[config.mk]
export PLATFORM = sky130hd
export DESIGN_NAME = dac_frame_writer
export DESIGN_NICKNAME = d
export VERILOG_FILES = /design/src/rtl/dfw_pkg.sv /design/src/rtl/dfw_frame_pack.sv /design/src/rtl/dfw_byte_shifter.sv /design/src/rtl/dfw_seq.sv /design/src/rtl/dac_frame_writer.sv
export SDC_FILE = /design/constraint.sdc
export NUM_CORES = 1
export LEC_CHECK = 0
export ABC_AREA = 1
export BUFFER_PORTS_ARGS = -buffer_cell sky130_fd_sc_hd__buf_2
export CORE_MARGIN = 2
export CORE_UTILIZATION = 30
export CTS_BUF_LIST = sky130_fd_sc_hd__clkbuf_4 sky130_fd_sc_hd__clkbuf_8 sky130_fd_sc_hd__clkbuf_16
export DETAILED_ROUTE_END_ITERATION = 8
export SLEW_MARGIN = 20
export SYNTH_ARGS = -nofsm -noshare
export SYNTH_HDL_FRONTEND = slang
export SYNTH_HIERARCHICAL = 1
export SYNTH_SLANG_ARGS = --single-unit
[constraint.sdc]
create_clock -name clk -period 3.3 [get_ports clk]
set_clock_uncertainty 0.15 [all_clocks]
set_input_delay 0.165 -clock clk [delete_from_list [all_inputs] [get_ports clk]]
set_output_delay 0.165 -clock clk [all_outputs]
set_load 0.005 [all_outputs]
[src/rtl/dfw_pkg.sv]
package dfw_pkg;
  timeunit 1ns;
  timeprecision 100ps;

  localparam int BYTE_W     = 8;
  localparam int NBYTES     = 3;
  localparam int FRAME_BITS = BYTE_W * NBYTES;
  localparam int MODE_W     = 2;
  localparam int CODE_W     = 16;
  localparam int PAD_W      = FRAME_BITS - MODE_W - CODE_W;

  typedef enum logic [2:0] {
    ST_IDLE,
    ST_LEAD,
    ST_SHIFT,
    ST_TAIL,
    ST_RECOVER
  } dfw_state_e;

  function automatic int max3(input int a, input int b, input int c);
    int m;
    m = (a > b) ? a : b;
    return (m > c) ? m : c;
  endfunction
endpackage

[src/rtl/dfw_frame_pack.sv]
module dfw_frame_pack
  import dfw_pkg::*;
#(
  parameter bit LSB_FIRST = 1'b1
) (
  input  logic [MODE_W-1:0]     mode_i,
  input  logic [CODE_W-1:0]     code_i,
  output logic [FRAME_BITS-1:0] frame_o
);
  timeunit 1ns;
  timeprecision 100ps;

  logic [FRAME_BITS-1:0] word;
  assign word = {{PAD_W{1'b0}}, mode_i, code_i};

  // Byte g is the g-th byte on the wire; it sits at the top of frame_o for g = 0.
  for (genvar g = 0; g < NBYTES; g++) begin : g_byte
    localparam int HI = (NBYTES - g) * BYTE_W - 1;
    if (LSB_FIRST) begin : g_mirror
      for (genvar b = 0; b < BYTE_W; b++) begin : g_bit
        assign frame_o[HI - b] = word[HI - (BYTE_W - 1 - b)];
      end
    end else begin : g_plain
      assign frame_o[HI -: BYTE_W] = word[HI -: BYTE_W];
    end
  end
endmodule

[src/rtl/dfw_byte_shifter.sv]
module dfw_byte_shifter
  import dfw_pkg::*;
#(
  parameter bit LSB_FIRST = 1'b1
) (
  input  logic              clk,
  input  logic              rst,
  input  logic              load,
  input  logic [BYTE_W-1:0] din,
  input  logic              step,
  output logic              bit_o
);
  timeunit 1ns;
  timeprecision 100ps;

  logic [BYTE_W-1:0] sr;

  if (LSB_FIRST) begin : g_lsb
    assign bit_o = sr[0];
    always_ff @(posedge clk) begin
      if (rst)       sr <= '0;
      else if (load) sr <= din;
      else if (step) sr <= {1'b0, sr[BYTE_W-1:1]};
    end
  end else begin : g_msb
    assign bit_o = sr[BYTE_W-1];
    always_ff @(posedge clk) begin
      if (rst)       sr <= '0;
      else if (load) sr <= din;
      else if (step) sr <= {sr[BYTE_W-2:0], 1'b0};
    end
  end
endmodule

[src/rtl/dfw_seq.sv]
module dfw_seq
  import dfw_pkg::*;
#(
  parameter int HALF_CYC    = 5,
  parameter int SYNC_HI_CYC = 10,
  parameter int POST_CYC    = 20
) (
  input  logic                  clk,
  input  logic                  rst,
  input  logic                  req_valid,
  output logic                  req_ready,
  input  logic [FRAME_BITS-1:0] frame_i,
  input  logic                  abort_req,
  output logic                  shift_load,
  output logic [BYTE_W-1:0]     shift_byte,
  output logic                  shift_step,
  input  logic                  shift_bit,
  output logic                  link_sync,
  output logic                  link_sclk,
  output logic                  link_sdo,
  output logic                  busy,
  output dfw_state_e            state_o
);
  timeunit 1ns;
  timeprecision 100ps;

  localparam int CNT_MAX  = max3(HALF_CYC, SYNC_HI_CYC, POST_CYC);
  localparam int CNT_W    = $clog2(CNT_MAX + 1);
  localparam int BIT_W    = $clog2(FRAME_BITS + 1);
  localparam int BIDX_W   = $clog2(NBYTES);
  localparam int LAST_BIT = FRAME_BITS - 1;

  dfw_state_e            state;
  logic [CNT_W-1:0]      cnt;
  logic [BIT_W-1:0]      bit_cnt;
  logic [FRAME_BITS-1:0] frame_q;
  logic                  sync_q, sclk_q, sdo_q;

  logic                  half_done, lead_done, post_done, cancel;
  logic [BIT_W-1:0]      nxt_bit;
  logic                  byte_end;
  logic [BIDX_W-1:0]     byte_idx;
  int                    sel_hi;

  assign half_done = (cnt == CNT_W'(HALF_CYC - 1));
  assign lead_done = (cnt == CNT_W'(SYNC_HI_CYC - 1));
  assign post_done = (cnt == CNT_W'(POST_CYC - 1));
  assign cancel    = abort_req && (state == ST_LEAD || state == ST_SHIFT);

  assign nxt_bit  = bit_cnt + BIT_W'(1);
  assign byte_end = ((nxt_bit % BIT_W'(BYTE_W)) == '0);

  always_comb begin
    if (state == ST_SHIFT) byte_idx = BIDX_W'(nxt_bit / BIT_W'(BYTE_W));
    else                   byte_idx = '0;
    sel_hi     = FRAME_BITS - 1 - int'(byte_idx) * BYTE_W;
    shift_byte = frame_q[sel_hi -: BYTE_W];
  end

  // Advance the shifter on each rising serial clock; reload it at each byte boundary.
  assign shift_step = (state == ST_SHIFT) && !abort_req && half_done && !sclk_q;
  assign shift_load = !abort_req &&
                      (((state == ST_LEAD) && lead_done) ||
                       ((state == ST_SHIFT) && half_done && sclk_q && byte_end &&
                        (bit_cnt != BIT_W'(LAST_BIT))));

  always_ff @(posedge clk) begin
    if (rst) begin
      state   <= ST_IDLE;
      cnt     <= '0;
      bit_cnt <= '0;
      frame_q <= '0;
      sync_q  <= 1'b0;
      sclk_q  <= 1'b0;
      sdo_q   <= 1'b0;
    end else if (cancel) begin
      state  <= ST_RECOVER;
      cnt    <= '0;
      sync_q <= 1'b1;
      sclk_q <= 1'b0;
    end else begin
      case (state)
        ST_IDLE: begin
          if (req_valid) begin
            frame_q <= frame_i;
            sync_q  <= 1'b1;
            cnt     <= '0;
            state   <= ST_LEAD;
          end
        end
        ST_LEAD: begin
          if (lead_done) begin
            sync_q  <= 1'b0;
            cnt     <= '0;
            bit_cnt <= '0;
            state   <= ST_SHIFT;
          end else begin
            cnt <= cnt + CNT_W'(1);
          end
        end
        ST_SHIFT: begin
          if (half_done) begin
            cnt    <= '0;
            sclk_q <= ~sclk_q;
            if (!sclk_q) begin
              sdo_q <= shift_bit;
            end else begin
              bit_cnt <= nxt_bit;
              if (bit_cnt == BIT_W'(LAST_BIT)) state <= ST_TAIL;
            end
          end else begin
            cnt <= cnt + CNT_W'(1);
          end
        end
        ST_TAIL: begin
          if (post_done) begin
            cnt   <= '0;
            state <= ST_IDLE;
          end else begin
            cnt <= cnt + CNT_W'(1);
          end
        end
        ST_RECOVER: begin
          if (lead_done) begin
            cnt    <= '0;
            sync_q <= 1'b0;
            state  <= ST_IDLE;
          end else begin
            cnt <= cnt + CNT_W'(1);
          end
        end
        default: state <= ST_IDLE;
      endcase
    end
  end

  assign link_sync = sync_q;
  assign link_sclk = sclk_q;
  assign link_sdo  = sdo_q;
  assign req_ready = (state == ST_IDLE);
  assign busy      = (state != ST_IDLE);
  assign state_o   = state;
endmodule

[src/rtl/dac_frame_writer.sv]
module dac_frame_writer
  import dfw_pkg::*;
#(
  parameter int HALF_CYC    = 5,
  parameter int SYNC_HI_CYC = 10,
  parameter int POST_CYC    = 20,
  parameter bit LSB_FIRST   = 1'b1
) (
  input  logic              clk,
  input  logic              rst,
  input  logic              req_valid,
  output logic              req_ready,
  input  logic [MODE_W-1:0] req_mode,
  input  logic [CODE_W-1:0] req_code,
  input  logic              abort_req,
  output logic              link_sync,
  output logic              link_sclk,
  output logic              link_sdo,
  output logic              busy
);
  timeunit 1ns;
  timeprecision 100ps;

  logic [FRAME_BITS-1:0] packed_frame;
  logic                  sh_load, sh_step, sh_bit;
  logic [BYTE_W-1:0]     sh_byte;
  dfw_state_e            seq_state;

  dfw_frame_pack #(.LSB_FIRST(LSB_FIRST)) u_pack (
    .mode_i (req_mode),
    .code_i (req_code),
    .frame_o(packed_frame)
  );

  dfw_byte_shifter #(.LSB_FIRST(LSB_FIRST)) u_shift (
    .clk  (clk),
    .rst  (rst),
    .load (sh_load),
    .din  (sh_byte),
    .step (sh_step),
    .bit_o(sh_bit)
  );

  dfw_seq #(
    .HALF_CYC   (HALF_CYC),
    .SYNC_HI_CYC(SYNC_HI_CYC),
    .POST_CYC   (POST_CYC)
  ) u_seq (
    .clk       (clk),
    .rst       (rst),
    .req_valid (req_valid),
    .req_ready (req_ready),
    .frame_i   (packed_frame),
    .abort_req (abort_req),
    .shift_load(sh_load),
    .shift_byte(sh_byte),
    .shift_step(sh_step),
    .shift_bit (sh_bit),
    .link_sync (link_sync),
    .link_sclk (link_sclk),
    .link_sdo  (link_sdo),
    .busy      (busy),
    .state_o   (seq_state)
  );
endmodule

Word level (Yosys, flattened, before mapping):

Cells that the tools add are included.

* register bits: 42
* input port bits: 22
* output and inout bits: 5
* word-level logic and storage cells: 95

* add/subtract/negate cells: 3
* eq/ne operators: 24
* shift-type cells: 1
* mux-type cells: 25
* bitwise gates (word level): 2
* reductions and logical operators: 31

Operators with widths (number)
* 5-bit 2-to-1 mux: 7
* 31-bit by 32-bit indexed part select with 8-bit output: 1
* 3-bit 2-to-1 mux: 8
* 5-bit one-hot mux with 4 select lines: 1
* 3-bit by 1-bit != test with 1-bit output, second input constant: 6
* 8-bit 2-to-1 mux: 2
* 3-bit one-hot mux with 5 select lines: 1
* 7-bit AND reduction: 2
* 5-bit by 1-bit adder with 5-bit output, second input constant: 2
* 5-bit == test, second input constant: 2
* 1-bit logical AND: 10
* 2-bit by 1-bit != test with 1-bit output, second input constant: 5
* 5-bit one-hot mux with 2 select lines: 1
* 3-bit by 2-bit == test with 1-bit output, second input constant: 2
* 3-bit by 2-bit != test with 1-bit output, second input constant: 2
* 3-bit AND reduction: 2
* 3-bit nonzero test: 2
* 5-bit by 5-bit subtractor with 6-bit output, first input constant: 1
* 5-bit by 3-bit == test with 1-bit output, second input constant: 1
* 5-bit by 4-bit == test with 1-bit output, second input constant: 1
* 5-bit zero test: 1
* 5-bit != test, second input constant: 1
* 5-bit AND reduction: 1
* 2-bit != test, second input constant: 2
* 14 further kinds: 22

Longest topological paths before layout:

Gate-level depths: netlist (run 1).

* word-level depth: 8
* depth in mapped cells: 15
* depth with buffers taken out: 15

By module:

The synthesis (run 1) kept the hierarchy.

By module, submodules not included
* dfw_seq: instances 1, cells an instance 310, area an instance 2099.5 um^2, sequential area each 800.8 um^2
* dfw_byte_shifter: instances 1, cells an instance 63, area an instance 406.6 um^2, sequential area each 160.2 um^2
* dfw_frame_pack: instances 1, cells an instance 25, area an instance 183.9 um^2, sequential area each 0.0 um^2

Worst setup path before layout (run 1):

No wires, ideal clock.

* path type: register to register
* from: reg u_seq.bit_cnt[0]
* to: reg u_shift.sr[3]
* setup time: 0.070 ns
* data arrival time: 2.077 ns
* required time: 3.080 ns
* setup slack: 1.004 ns
* stages on the path, launching flop included: 16
* path buffers: 0
* clock period less this slack: 2.296 ns
* cell sequence: dfxtp_1 ha_1 nand2_1 inv_1 nand3_1 nand3_1 inv_1 ha_1 clkinv_1 nor2_1 o21ai_0 o21ai_0 inv_1 nand2_1 nand2_1 a21oi_1

* elaborated cells on any way between the ends: 12
* classes of those cells: 2 x add/sub; 1 x eq/ne; 1 x shift; 2 x mux; 6 x reduce/logical

RTL lines
* start, declared: line dfw_seq.sv:35 `logic [BIT_W-1:0] bit_cnt;`
* start signal, assigned: line dfw_seq.sv:108 `bit_cnt <= nxt_bit;`
* 5-bit by 1-bit adder with 5-bit output: line dfw_seq.sv:50 `assign nxt_bit = bit_cnt + BIT_W'(1);`
* 2-bit 2-to-1 mux: line dfw_seq.sv:54 `if (state == ST_SHIFT) byte_idx = BIDX_W'(nxt_bit / BIT_W'(BYTE_W));`
* named net u_seq.byte_idx[1]: line dfw_seq.sv:42 `logic [BIDX_W-1:0] byte_idx;`
* 5-bit by 5-bit subtractor with 6-bit output: line dfw_seq.sv:56 `sel_hi = FRAME_BITS - 1 - int'(byte_idx) * BYTE_W;`
* 31-bit by 32-bit indexed part select with 8-bit output: line dfw_seq.sv:57 `shift_byte = frame_q[sel_hi -: BYTE_W];`
* named net sh_byte[3]: line dac_frame_writer.sv:26 `logic [BYTE_W-1:0] sh_byte;`
* 8-bit 2-to-1 mux: line dfw_byte_shifter.sv:22 `else if (load) sr <= din;`
* end signal, assigned: line dfw_byte_shifter.sv:22
* end signal, assigned: line dfw_byte_shifter.sv:23 `else if (step) sr <= {1'b0, sr[BYTE_W-1:1]};`
* end, declared: line dfw_byte_shifter.sv:16 `logic [BYTE_W-1:0] sr;`

The timed path passes the listed nets, and every way through them passes these cells.
A chain may end at the register's enable or synchronous reset.

Worst setup path after layout (run 1):

Same ends and word-level chain as after synthesis.

==> flow_summary.toml, run 1 <==
[floorplanning]
initial_core_util = 0.308
core.rowCount = 34
core-area_mm2 = 0.00872
io_pins = 27
dieArea_mm2 = 0.00974
dieWidth_um = 98.7
die_h_um = 98.7

[placement]
hpwl_mm = 3.99
gp_congestion = 0.885
numPlacedInstances = 505
port_buffers = 26

[cts]
insertion_delay_ns = 0.30
cts_tree = "built"
cts_buffer_depth = 2
cts_buffers = 5
cts-root-buf = "clkbuf_8"
path_clk_slew_ns = 0.09
cts.repair.resized = 0
htree_levels = 2
cts_sinks = 48

[timing]
fmax_ghz = 0.375
setup_viol = 0
report.final.slew_viol_count = 0
tns_ns = 0
fin_crit_ns = 2.67
finalCritPeriodShare = 0.809
tightestPinTransition_ns = 0.646
timing.hold.ws_ns = 0.00126
finalHoldViolations = 0
slew_headroom = 0.569
rsz0062_at_grt = "false"

[layout]
multi_input_comb_area_mm2 = 0.00135
area_growth_syn_to_layout_pct = 12.4
antenna_cells = 0
nFillCells = 939
fin_nets = 447
fin_util = 0.347
finalNonFillerCells = 528
seqCellArea_um2 = 961
final_layout_size_suffix_gt1_frac = 0.138

[worst_setup_path]
crit_chain = "ha_1 > nand2_1 > inv_1 > nand3_1 > nand3_1 > inv_1 > ha_1 > clkinv_1 > nor2_1 > o21ai_0 > o21ai_0 > inv_1 > nand2_1 > nand2_1 > a21oi_1"
crit_arrival_ns = 2.75
cp_top_family = "simple AND/OR/NAND/NOR gates"
crit_path_max_incr_delay_ns = 0.45
path_class = "flip-flop to flip-flop"
cp.required_ns = 3.38
critPathMaxFanout = 9
path_buf_inv = 4
slowest_stage = "nor2_1"
crit_path_start_kind = "flip-flop"
end_kind = "flip-flop"

[pwr]
ir_drop_mv = 0.227
p_per_area_mw_per_mm2 = 637
leakagePower_uw = 0.00141

[routing]
drtPass1Iterations = 4
viasPerCell = 4.56
first_iter_violations = 171
wl_per_cell_um = 10.4
vias = 2406
drt_wl_total_mm = 5.47
drcViolationCount = 0
antenna_left = 0

[yosys]
syn_inst = 398
yosysWarnings = 6
synth-seq-area-share = 0.357
synth.avg_cell_area_um2 = 6.76
ys_ff_latch = 48
syn-cell-area_mm2 = 0.00269
synthDistinctLibCells = 29

[global_route]
antenna_found_initial = 0
grt_pass1_wl_mm = 9.78
top_usage_layer = "met2"
track_usage = 0.119
grt-ovfl-total = 0
use_met3 = 0.0277
use_met1 = 0.154
grt_max_degree = 32
grtUsageMet2 = 0.201
grt_pass1_vias = 2267

[run_status]
status = "finished, final reports clean"

[flow_run]
drv_cap = 0

[hold_path]
hold_path_class = "input port to flip-flop"
[cell families after synthesis]
| logic type | Yosys count | synth area share |
|---|---|---|
| flops | 48 | 0.357 |
| compound gates | 61 | 0.123 |
| other cells | 1 | 0.00139 |
| xor+xnor | 3 | 0.00977 |
| simple gates | 201 | 0.331 |
| buf+inv | 78 | 0.149 |
| fa+ha+maj | 6 | 0.0279 |
[worst min-delay path: stages]
cell and delay [ns]:
buf_2 0.08, o21ai_0 0.07, a21oi_1 0.10
[path summary, 6_finish.rpt]
| kind | startpoint | end | slack (ns) | depth (start not counted) |
|---|---|---|---|---|
| hold / removal | req_code[1] | u_seq/frame_q[6]$_SDFFE_PP0P_ | 0.001 | 3 |
| hold reg to reg | u_seq/frame_q[0]$_SDFFE_PP0P_ | u_seq/frame_q[0]$_SDFFE_PP0P_ | 0.31 | 2 |
| setup / recovery | u_seq/bit_cnt[0]$_SDFFE_PP0P_ | u_shift/sr[3]$_SDFFE_PP0P_ | 0.63 | 15 |
| setup reg to reg | u_seq/bit_cnt[0]$_SDFFE_PP0P_ | u_shift/sr[3]$_SDFFE_PP0P_ | 0.63 | 15 |
[per-layer routing]
metal  wire (µm)  part of all wire
met5           0                 0
met4          70             0.013
met3         195             0.036
met2        2470              0.45
met1        2730              0.50
[cells in the mapped netlist]
cell	count	area [µm²]
nand2_1	86	323
nor2_1	73	274
dfxtp_1	48	961
inv_1	36	135
o21ai_0	29	145
buf_4	25	188
nand3_1	24	120
a21oi_1	21	105
inv_2	7	26.3
o211ai_1	7	52.6
buf_2	6	30.0
ha_1	6	75.1
nand4_1	4	25.0
nor2_4	4	45.0
nand2_2	3	18.8
clkbuf_1	2	7.51
nand2_4	2	22.5
nor2_8	2	40.0
o21bai_1	2	15.0
xor2_1	2	17.5
buf_6	1	11.3
clkinv_1	1	3.75
conb_1	1	3.75
nand3_2	1	10.0
nor2_2	1	6.26
o21ai_1	1	5.00
o21ai_2	1	8.76
or2_2	1	6.26
xnor2_1	1	8.76
[through the flow]
| step | setup slack, ns | power (µW) | area, µm² |
|---|---|---|---|
| 6_report | 0.631 | 1930 | 3020 |
| 5_1_grt | 0.271 | 2090 | 3020 |
| 4_1_cts | 0.608 | 1950 | 3020 |
| 3_5_place_dp | 0.652 | 1480 | 2750 |
| 3_3_place_gp | 0.793 | 1460 | 2750 |
| 2_1_floorplan | 1.00 | 1330 | 2710 |
[final cells by class]
cell class | count | area share
Multi-Input combinational cell | 277 | 0.445
Inverter | 44 | 0.0546
Timing Repair Buffer | 43 | 0.0976
Sequential cell | 48 | 0.318
Tap cell | 108 | 0.0447
Clock buffer | 6 | 0.0273
Clock inverter | 2 | 0.0128
[flip-flops by register name (all words and copies together), names as in the netlist]
register / count
u_seq/state_o: 3
u_seq/link_sdo: 1
u_seq/link_sclk: 1
u_seq/frame_q: 24
u_seq/cnt: 5
u_seq/link_sync: 1
u_seq/bit_cnt: 5
u_shift/sr: 8
[power breakdown]
group / internal (µW) / switching, µW / total (µW)
Combinational: 234 / 448 / 682
Sequential: 706 / 87.6 / 794
Clock: 248 / 203 / 451
[repair_timing]
item,in CTS,in global routing
setup endpoints to repair,0,0
endpoints found under the hold margin,15,0
hold buffers,15,0
setup buffers,0,0
[layout by cell type, fill, tap and decap left out, drive strengths merged]
master and n:
nand2 91, inv 43, conb 6, dlygate4sd3 15, or2 1, buf 28, bufinv 1, a21oi 21
nor2 80, o21bai 2, dfxtp 48, xnor2 1, clkinv 2, ha 6, nand3 25, o21ai 31
xor2 2, clkbuf 6, o211ai 7, nand4 4
Power figures use the tool's default switching activity.
==> run 2: changes to the inputs <==
==> constraint.sdc (replaced) <==
create_clock -name clk -period 2.2 [get_ports clk]
set_clock_uncertainty 0.15 [all_clocks]
set_input_delay 0.11 -clock clk [delete_from_list [all_inputs] [get_ports clk]]
set_output_delay 0.11 -clock clk [all_outputs]
set_load 0.005 [all_outputs]
==> run 2 against run 1 <==
  * Sequential share of layout area fell by 2.0 points
  * Non-clock buffer count grew 18
  * Clock-buffer cell count unchanged
  * Fmax grew 28%
  * Critical path type unchanged
==> flow_summary.toml, run 2 (synthesis gave the netlist of run 1 again) <==
[run_status]
status = "finished, final reports clean"

[placement]
port_buffers = 26
placed_area_mm2 = 0.00281
hpwl_mm = 4.00
numPlacedInstances = 512
gp_congestion = 0.879

[pwr]
netSwitchingFraction = 0.381
seqPwrFrac = 0.397
ir_drop_mv = 0.333
p_per_area_mw_per_mm2 = 920
clkPwrFrac = 0.229
combPwrFrac = 0.374
leakagePower_uw = 0.00148
p_int_uw = 1840
switching_power_uw = 1130

[routing]
antenna_left = 0
drtPass1Iterations = 4
wl_per_cell_um = 10.7
first_iter_violations = 107
vias = 2439
drcViolationCount = 0
drt_wl_total_mm = 5.87
viasPerCell = 4.46

[timing]
setup_viol = 0
report.final.slew_viol_count = 0
finalHoldViolations = 0
fmax_ghz = 0.479
fin_crit_ns = 2.09
finalCritPeriodShare = 0.948
tightestPinTransition_ns = 0.667
slew_headroom = 0.555

[layout]
nFillCells = 925
fin_area_mm2 = 0.00324
final_layout_size_suffix_gt1_frac = 0.203
finalNonFillerCells = 547
area_growth_syn_to_layout_pct = 20.4
layout_common_cells = "nand2_1, nor2_1, dfxtp_1"
fin_util = 0.371
layout_commonest_cell = "nand2_1"
top_regs = "u_seq/frame_q x24, u_shift/sr x8"
fin_nets = 466
largest_register = "u_seq/frame_q"
antenna_cells = 0
largest_reg_flops = 24
seqCellArea_um2 = 965
multi_input_comb_area_mm2 = 0.00139

[floorplanning]
dieWidth_um = 98.7
initial_core_util = 0.308
io_pins = 27
core-area_mm2 = 0.00872
die_h_um = 98.7
dieArea_mm2 = 0.00974
core.rowCount = 34

[worst_setup_path]
r2r_slack_ns = 0.11
slowest_stage = "dfxtp_2"
r2r_end = "u_shift/sr[6]$_SDFFE_PP0P_"
cp.required_ns = 2.28
path_class = "flip-flop to flip-flop"
crit_path_max_incr_delay_ns = 0.37
crit_chain = "ha_4 > nand2_2 > inv_2 > nand3_1 > nand3_2 > inv_2 > ha_4 > clkinv_2 > nor2_4 > buf_6 > o211ai_1 > nand2_1 > inv_1 > nand2_1 > nand2_1 > a21oi_1"
reg2regPathDepth = 16
crit_arrival_ns = 2.17
crit_path_start_kind = "flip-flop"
cp_top_family = "simple AND/OR/NAND/NOR gates"
worst_path_most_repeated_cell = "nand2_1"
critPathMaxFanout = 8
path_buf_inv = 5
critical_path_depth = 16
reg2reg_from = "u_seq/bit_cnt[0]$_SDFFE_PP0P_"
end_kind = "flip-flop"
crit_start = "u_seq/bit_cnt[0]$_SDFFE_PP0P_"

[cts]
cts-root-buf = "clkbuf_8"
cts_tree = "built"
cts_sinks = 48
htree_levels = 2
cts_buffer_depth = 2
insertion_delay_ns = 0.30
path_clk_slew_ns = 0.10
cts_buffers = 5

[hold_path]
min_from = "rst"
hold_path_class = "input port to flip-flop"
whs_path_depth = 2
min_to = "u_shift/sr[6]$_SDFFE_PP0P_"

[global_route]
track_usage = 0.123
grt_max_degree = 32
antenna_found_initial = 0
grt_pass1_vias = 2333
grt_pass1_wl_mm = 10.1
grt-ovfl-total = 0

[flow_run]
drv_cap = 0
## run 2: layout make-up
cell class | instances | area share
multi-input combinational | 277 | 0.430
inverter | 44 | 0.0526
timing repair buffer | 61 | 0.138
clock inverter | 2 | 0.0120
tap | 108 | 0.0417
sequential | 48 | 0.298
clock buffer | 6 | 0.0255
timing repair inverter | 1 | 0.00155
## run 2: worst register-to-register path, delay by kind of cell (launching register included)
kind                       cells  cell delay [ns]
buffers and inverters          5             0.33
AOI/OAI and AO/OA              2             0.17
adders and majority gates      2             0.40
DFF                            1             0.37
and+or+nand+nor                7             0.59
## run 2: timing repair
action                     4_1_cts  5_1_grt
setup buffers                    0        7
resized for setup                2       18
pin swaps                        1        3
hold buffers                    19        0
setup endpoints to repair        1        8
hold endpoints to repair        19        0
gates cloned                     0        1
## run 2: how the worst max path moves through the flow
stage	to	slack [ns]
2_1_floorplan	u_shift/sr[3]$_SDFFE_PP0P_	0.04
3_3_place_gp	u_shift/sr[3]$_SDFFE_PP0P_	0.09
3_5_place_dp	u_shift/sr[3]$_SDFFE_PP0P_	0.01
4_1_cts	u_shift/sr[3]$_SDFFE_PP0P_	0.02
5_1_grt	u_shift/sr[5]$_SDFFE_PP0P_	-0.04
6_report	u_shift/sr[6]$_SDFFE_PP0P_	0.11
## run 2: per-stage QoR
step / TNS, ns / hold slack, ns / power [µW] / setup WS, ns
4_1_cts: 0 / 0.0265 / 2980 / 0.0185
6_report: 0 / 0.0324 / 2980 / 0.114
2_1_floorplan: 0 / 0.0291 / 2000 / 0.0404
3_3_place_gp: 0 / 0.182 / 2240 / 0.0850
5_1_grt: -0.100 / 0.0398 / 3240 / -0.0440
3_5_place_dp: 0 / 0.188 / 2260 / 0.0146
## run 2: layer usage
| metal | share of wire | vias up | wire (µm) | global-route usage |
|---|---|---|---|---|
| li1 | - | 1306 | - | - |
| met1 | 0.51 | 1085 | 2980 | 0.164 |
| met2 | 0.46 | 42 | 2670 | 0.205 |
| met3 | 0.029 | 6 | 172 | 0.0241 |
| met4 | 0.0078 | 0 | 46 | 0.0295 |
| met5 | 0 | - | 0 | 0 |
## run 2: power by group through the flow
stage / Combinational [µW] / Clock (µW) / Sequential (µW)
6_report: 1110 / 682 / 1180
5_1_grt: 1290 / 740 / 1210
4_1_cts: 1100 / 707 / 1170
3_5_place_dp: 1070 / 0 / 1190
3_3_place_gp: 1050 / 0 / 1180
2_1_floorplan: 828 / 0 / 1170
